===== src/rtl/irq_stat_pkg.sv =====
package irq_stat_pkg;
  localparam int unsigned REG_AW = 3;
  localparam logic [REG_AW-1:0] A_MASK   = 3'd0;
  localparam logic [REG_AW-1:0] A_CLEAR  = 3'd1;
  localparam logic [REG_AW-1:0] A_RAW    = 3'd2;
  localparam logic [REG_AW-1:0] A_MASKED = 3'd3;
  localparam logic [REG_AW-1:0] A_RECOV  = 3'd4;
endpackage


===== src/rtl/irq_sticky_bank.sv =====
module irq_sticky_bank #(
  parameter int unsigned N_EVT = 8
) (
  input  logic             clk_i,
  input  logic             rst_ni,
  input  logic [N_EVT-1:0] evt_i,
  input  logic [N_EVT-1:0] clr_i,
  output logic [N_EVT-1:0] raw_o
);
  for (genvar k = 0; k < N_EVT; k++) begin : g_bit
    logic q;
    always_ff @(posedge clk_i or negedge rst_ni) begin
      if (!rst_ni)       q <= 1'b0;
      else if (evt_i[k]) q <= 1'b1;  // set beats clear
      else if (clr_i[k]) q <= 1'b0;
    end
    assign raw_o[k] = q;
  end
endmodule


===== src/rtl/irq_mask_reg.sv =====
module irq_mask_reg #(
  parameter int unsigned N_EVT = 8
) (
  input  logic             clk_i,
  input  logic             rst_ni,
  input  logic             wr_i,
  input  logic [N_EVT-1:0] wdata_i,
  output logic [N_EVT-1:0] mask_o
);
  always_ff @(posedge clk_i or negedge rst_ni) begin
    if (!rst_ni)   mask_o <= '0;
    else if (wr_i) mask_o <= wdata_i;
  end
endmodule


===== src/rtl/irq_recover_seq.sv =====
module irq_recover_seq #(
  parameter int unsigned RECOVER_CYCLES = 6
) (
  input  logic clk_i,
  input  logic rst_ni,
  input  logic start_i,
  output logic busy_o
);
  localparam int unsigned CW = $clog2(RECOVER_CYCLES + 1);
  localparam logic [CW-1:0] LOAD = CW'(RECOVER_CYCLES - 1);

  logic [CW-1:0] cnt_q;

  always_ff @(posedge clk_i or negedge rst_ni) begin
    if (!rst_ni) begin
      busy_o <= 1'b0;
      cnt_q  <= '0;
    end else if (busy_o) begin
      if (cnt_q == '0) busy_o <= 1'b0;
      else             cnt_q  <= cnt_q - 1'b1;
    end else if (start_i) begin
      busy_o <= 1'b1;
      cnt_q  <= LOAD;
    end
  end
endmodule


===== src/rtl/irq_stat_unit.sv =====
module irq_stat_unit
  import irq_stat_pkg::*;
#(
  parameter int unsigned N_EVT          = 8,
  parameter int unsigned DATA_W         = 32,
  parameter int unsigned ADDR_W         = REG_AW,
  parameter int unsigned RECOVER_CYCLES = 6
) (
  input  logic              clk_i,
  input  logic              rst_ni,
  input  logic [N_EVT-1:0]  evt_i,
  input  logic              req_i,
  input  logic              we_i,
  input  logic [ADDR_W-1:0] addr_i,
  input  logic [DATA_W-1:0] wdata_i,
  output logic [DATA_W-1:0] rdata_o,
  output logic              irq_o,
  output logic              recover_o
);
  logic              wr_en;
  logic [N_EVT-1:0]  clr_bits;
  logic [N_EVT-1:0]  raw_bits;
  logic [N_EVT-1:0]  mask_bits;
  logic [N_EVT-1:0]  masked_bits;
  logic              rec_busy;
  logic              mask_wr;
  logic              rec_start;

  assign wr_en     = req_i && we_i;
  assign mask_wr   = wr_en && (addr_i == ADDR_W'(A_MASK));
  assign clr_bits  = (wr_en && addr_i == ADDR_W'(A_CLEAR)) ? wdata_i[N_EVT-1:0] : '0;
  assign rec_start = wr_en && (addr_i == ADDR_W'(A_RECOV)) && wdata_i[0];

  irq_sticky_bank #(.N_EVT(N_EVT)) i_bank (
    .clk_i (clk_i), .rst_ni(rst_ni), .evt_i(evt_i), .clr_i(clr_bits), .raw_o(raw_bits)
  );

  irq_mask_reg #(.N_EVT(N_EVT)) i_mask (
    .clk_i (clk_i), .rst_ni(rst_ni), .wr_i(mask_wr), .wdata_i(wdata_i[N_EVT-1:0]),
    .mask_o(mask_bits)
  );

  irq_recover_seq #(.RECOVER_CYCLES(RECOVER_CYCLES)) i_recov (
    .clk_i (clk_i), .rst_ni(rst_ni), .start_i(rec_start), .busy_o(rec_busy)
  );

  assign masked_bits = raw_bits & mask_bits;
  assign irq_o       = |masked_bits;
  assign recover_o   = rec_busy;

  always_comb begin
    rdata_o = '0;
    unique case (addr_i)
      ADDR_W'(A_MASK):   rdata_o[N_EVT-1:0] = mask_bits;
      ADDR_W'(A_RAW):    rdata_o[N_EVT-1:0] = raw_bits;
      ADDR_W'(A_MASKED): rdata_o[N_EVT-1:0] = masked_bits;
      ADDR_W'(A_RECOV):  rdata_o[0]         = rec_busy;
      default:           rdata_o            = '0;
    endcase
  end
endmodule


===== config.mk =====
export PLATFORM = sky130hd
export DESIGN_NAME = irq_stat_unit
export DESIGN_NICKNAME = d
export VERILOG_FILES = /design/src/rtl/irq_stat_pkg.sv /design/src/rtl/irq_sticky_bank.sv /design/src/rtl/irq_mask_reg.sv /design/src/rtl/irq_recover_seq.sv /design/src/rtl/irq_stat_unit.sv
export SDC_FILE = /design/constraint.sdc
export NUM_CORES = 1
export LEC_CHECK = 0
export BUFFER_PORTS_ARGS = -buffer_cell sky130_fd_sc_hd__buf_2
export CAP_MARGIN = 20
export CORE_MARGIN = 2
export CORE_UTILIZATION = 46
export DETAILED_ROUTE_END_ITERATION = 7
export PLACE_DENSITY = 0.85
export SLEW_MARGIN = 5
export SYNTH_ARGS = -nofsm -noshare
export SYNTH_HDL_FRONTEND = slang
export SYNTH_SLANG_ARGS = --single-unit

===== constraint.sdc =====
create_clock -name clk_i -period 1.8 [get_ports clk_i]
set_input_delay 0.09 -clock clk_i [delete_from_list [all_inputs] [get_ports clk_i]]
set_output_delay 0.09 -clock clk_i [all_outputs]
set_load 0.02 [all_outputs]

==> metrics.yaml <==
synthesis:
  synth-edff-count: 0
  simple_gate_area_share_of_the_yosys_netlist_pct: 18.8
  post_synth_mux_area_share_pct: 9.06
  yosys.area_share.xor_xnor_pct: 0.660
  ys.flop_type: "dfrtp_1"
  synth_cell_types: 31
  yosysMostFrequentCell: "buf_4"
  netlist_top_cells_count: "24 x buf_4, 20 x dfrtp_1, 14 x nand2b_1"
  proportion_of_register_bits_with_asynchronous_set_or_reset_after_synthesis_pct: 100
  synth_top_area_share_pct: 37.7
  synth_area_leaders: "dfrtp_1 38%, buf_4 14%, mux2_4 9.1%"
  yosys.area_share.adder_pct: 1.89
  synthesis.yosys.warnings: 0
  post-synth-top-area-cell: "dfrtp_1"
  synth.yosys.seq_area_share_pct: 37.7
  yosys_register_bits: 20
  synth_top_family_by_area: "simple AND/OR/NAND/NOR gates"
  synth_compound_gate_area_share_pct: 15.0
  netlist_area_sq_um: 1330
  syn-instance-count: 137
  synthesis.area_per_instance_sq_um: 9.68
setup_path:
  worst-setup-path-type: "flip-flop to primary output"
  setup.worst_path.start: "i_mask.mask_o[1]"
  crit_path_end_kind: "primary output"
  timing.reg2reg.setup_slack_ns: 0.57
  worstReg2RegStart: "i_recov.busy_o"
  worst-endpoint-required_ns: 1.71
  critical_path.reg2reg.endpoint: "i_recov.cnt_q[2]"
  cp-endpoint: "rdata_o[1]"
  critPathMaxFanout: 4
  cp.arrival_ns: 1.32
  ff2ff_path_depth: 3
  crit_path_start_kind: "flip-flop"
clock_tree:
  clockRootBuffer: "clkbuf_4"
  h-tree-depth: 1
  clk_pin_slew_ns: 0.11
  tritoncts.num_buffers: 3
  post_cts_buffers: 0
  clock_tree.buffer_depth: 2
  clock_sink_count: 20
  tritoncts: "built"
  cts_repair_resizes: 0
  clock_latency_on_the_worst_skew_pair_ns: 0.30
power_and_ir_drop:
  switching_share_pct: 33.8
  pleak_nw: 0.761
  worst_ir_drop_vdd_uv: 505
  p_int_mw: 0.874
  pwr_density_cell_nw_per_um2: 855
  clock_power_share_pct: 19.6
  power.share.sequential_pct: 45.6
  power.share.combinational_pct: 34.8
  netSwitchingPower_mw: 0.446
detailed_routing:
  drt-vias-per-instance: 5.08
  num_vias: 1061
  routed_wire_length_on_met2_mm: 1.35
  drcViolationCount: 0
  met3WireLength_um: 148
  postRouteAntennaNets: 0
  routed_wire_length_per_instance_um: 13.3
  number_of_violations_reported_at_the_end_of_detailed_routing_iteration_0: 13
  dr.max_layer_used: "met4"
  wirelength_mm: 2.79
  drtPass1Iterations: 4
  wl_met1_mm: 1.26
finish:
  post_route_cells_drive_above_1_share_pct: 27.0
  num-fill-cells: 265
  multi_input_area_sq_um: 692
  layout_overhead_on_the_synthesized_area_pct: 16.4
  nets: 228
  finalNonFillerCells: 209
  antenna_cells: 0
  register_area_sq_um: 500
global_routing:
  grt_first_pass_wirelength_mm: 4.37
  grt_antenna_before_repair: 0
  pin_count_of_the_biggest_net_entering_global_routing: 21
  grt_util_all_layers_pct: 17.2
  grt-ovfl-total: 0
  first_global_vias: 1013
floorplan:
  die_area_sq_um: 3330
  rows: 19
  floorplan.die.width_um: 57.7
  fp.dieH_um: 57.7
  core_sq_um: 2760
  io_pins: 81
  initial_core_util_pct: 48.1
timing:
  final_critical_path_setup_slack_ns: 0.393
  final_min_period_over_clock_period_pct: 78.2
  tns_ns: 0
  finalHoldWorstSlack_ns: 0.0319
  worst_slew_pin_slew_ns: 0.552
  timing_hold_violations_final: 0
  final_period_minus_worst_setup_slack_ns: 1.41
  setup_skew_after_layout_ns: 0.00366
  rsz0062_at_grt: "no"
  final_max_slew_viol_count: 0
  final-setup-viol-count: 0
  timing.slew.headroom_pct: 63.2
  maxClockFrequency_mhz: 711
place:
  dp.final_hpwl_mm: 1.99
  place.detailed.instances: 196
  placement.io_buffers: 32
  detailedPlace.worstSlack_ns: 0.300
  routabilityCongestion: 0.793
min_path:
  holdCritPathClass: "primary input to flip-flop"
status:
  status: "finished, final reports clean"
job:
  cap_violations: 0
[registers in the layout, summed over array words and instances, names as in the netlist]
signal	flops
i_recov.cnt_q	3
i_mask.mask_o	8
i_bank.g_bit.q	8
i_recov.busy_o	1
[worst min-delay path by stage]
stage / startpoint / end / depth (start not counted) / slack [ns]
floorplan: rst_ni / i_bank.g_bit[0].q / 0 / -0.21
detailed placement: rst_ni / i_mask.mask_o[4] / 1 / 0.07
global placement: rst_ni / i_mask.mask_o[4] / 1 / 0.06
global route: wdata_i[3] / i_mask.mask_o[3] / 2 / 0.02
finish: wdata_i[1] / i_mask.mask_o[1] / 2 / 0.03
CTS: wdata_i[3] / i_mask.mask_o[3] / 2 / 0.03
[layout by cell type, fill, tap and decap left out, types with 2 or more instances in the layout]
cell / n
mux2_4: 8
dfrtp_1: 20
o21ai_1: 3
o31ai_1: 8
and2_1: 3
nand3_1: 2
buf_4: 2
ha_1: 2
inv_1: 3
conb_1: 24
dlygate4sd3_1: 9
nand2b_1: 14
nand2_1: 13
a21oi_1: 6
buf_2: 32
nor2_1: 4
a32oi_1: 5
a22oi_1: 4
clkbuf_4: 3
[area by class of cell]
| cell class | instances | share of cell area [%] |
|---|---|---|
| clock buffer | 4 | 2.35 |
| inverter | 3 | 0.729 |
| timing repair buffer | 43 | 17.2 |
| tap | 31 | 2.51 |
| sequential | 20 | 32.4 |
| multi-input combinational | 108 | 44.8 |
[worst max-delay path, cell delays in order, from the launching register on]
cell and delay (ns):
dfrtp_1 0.43, nand2b_1 0.15, a32oi_1 0.21, nor2_1 0.07, buf_2 0.16
[power by group through the flow]
stage,clock network [mW],logic (mW),registers (mW)
after global placement,0,0.432,0.606
after CTS,0.266,0.464,0.601
after global routing,0.284,0.512,0.612
after detailed placement,0,0.449,0.609
final,0.259,0.459,0.602
after floorplan,0,0.375,0.598
[cells by family (layout without fill, tap and decap cells)]
family | count (synthesis) | after routing
AND/OR/NAND/NOR | 44 | 44
adder cells (fa/ha/maj) | 2 | 2
flip-flops | 20 | 20
other | 1 | 24
buffers and inverters | 32 | 50
AO/OA/AOI/OAI | 29 | 29
multiplexers | 8 | 8
XOR/XNOR | 1 | 1
[routing by layer]
layer,vias up,track usage [%]
li1,510,-
met1,505,21.5
met2,42,29.7
met3,4,2.23
met4,0,7.31
met5,-,0
[metrics by stage]
stage          area, sq um  util, %  total power [mW]
2_1_floorplan         1410        -             0.973
3_5_place_dp          1420     51.4              1.06
4_1_cts               1540     56.0              1.33
6_report              1540     56.0              1.32
5_1_grt               1540     56.0              1.41
3_3_place_gp          1420     51.4              1.04
[timing repair]
action | 4_1_cts | 5_1_grt
endpoints found under the setup margin | 0 | 0
hold buffers | 9 | 0
hold endpoints to repair | 28 | 0
Note: power is estimated with default switching activity, not from simulation.
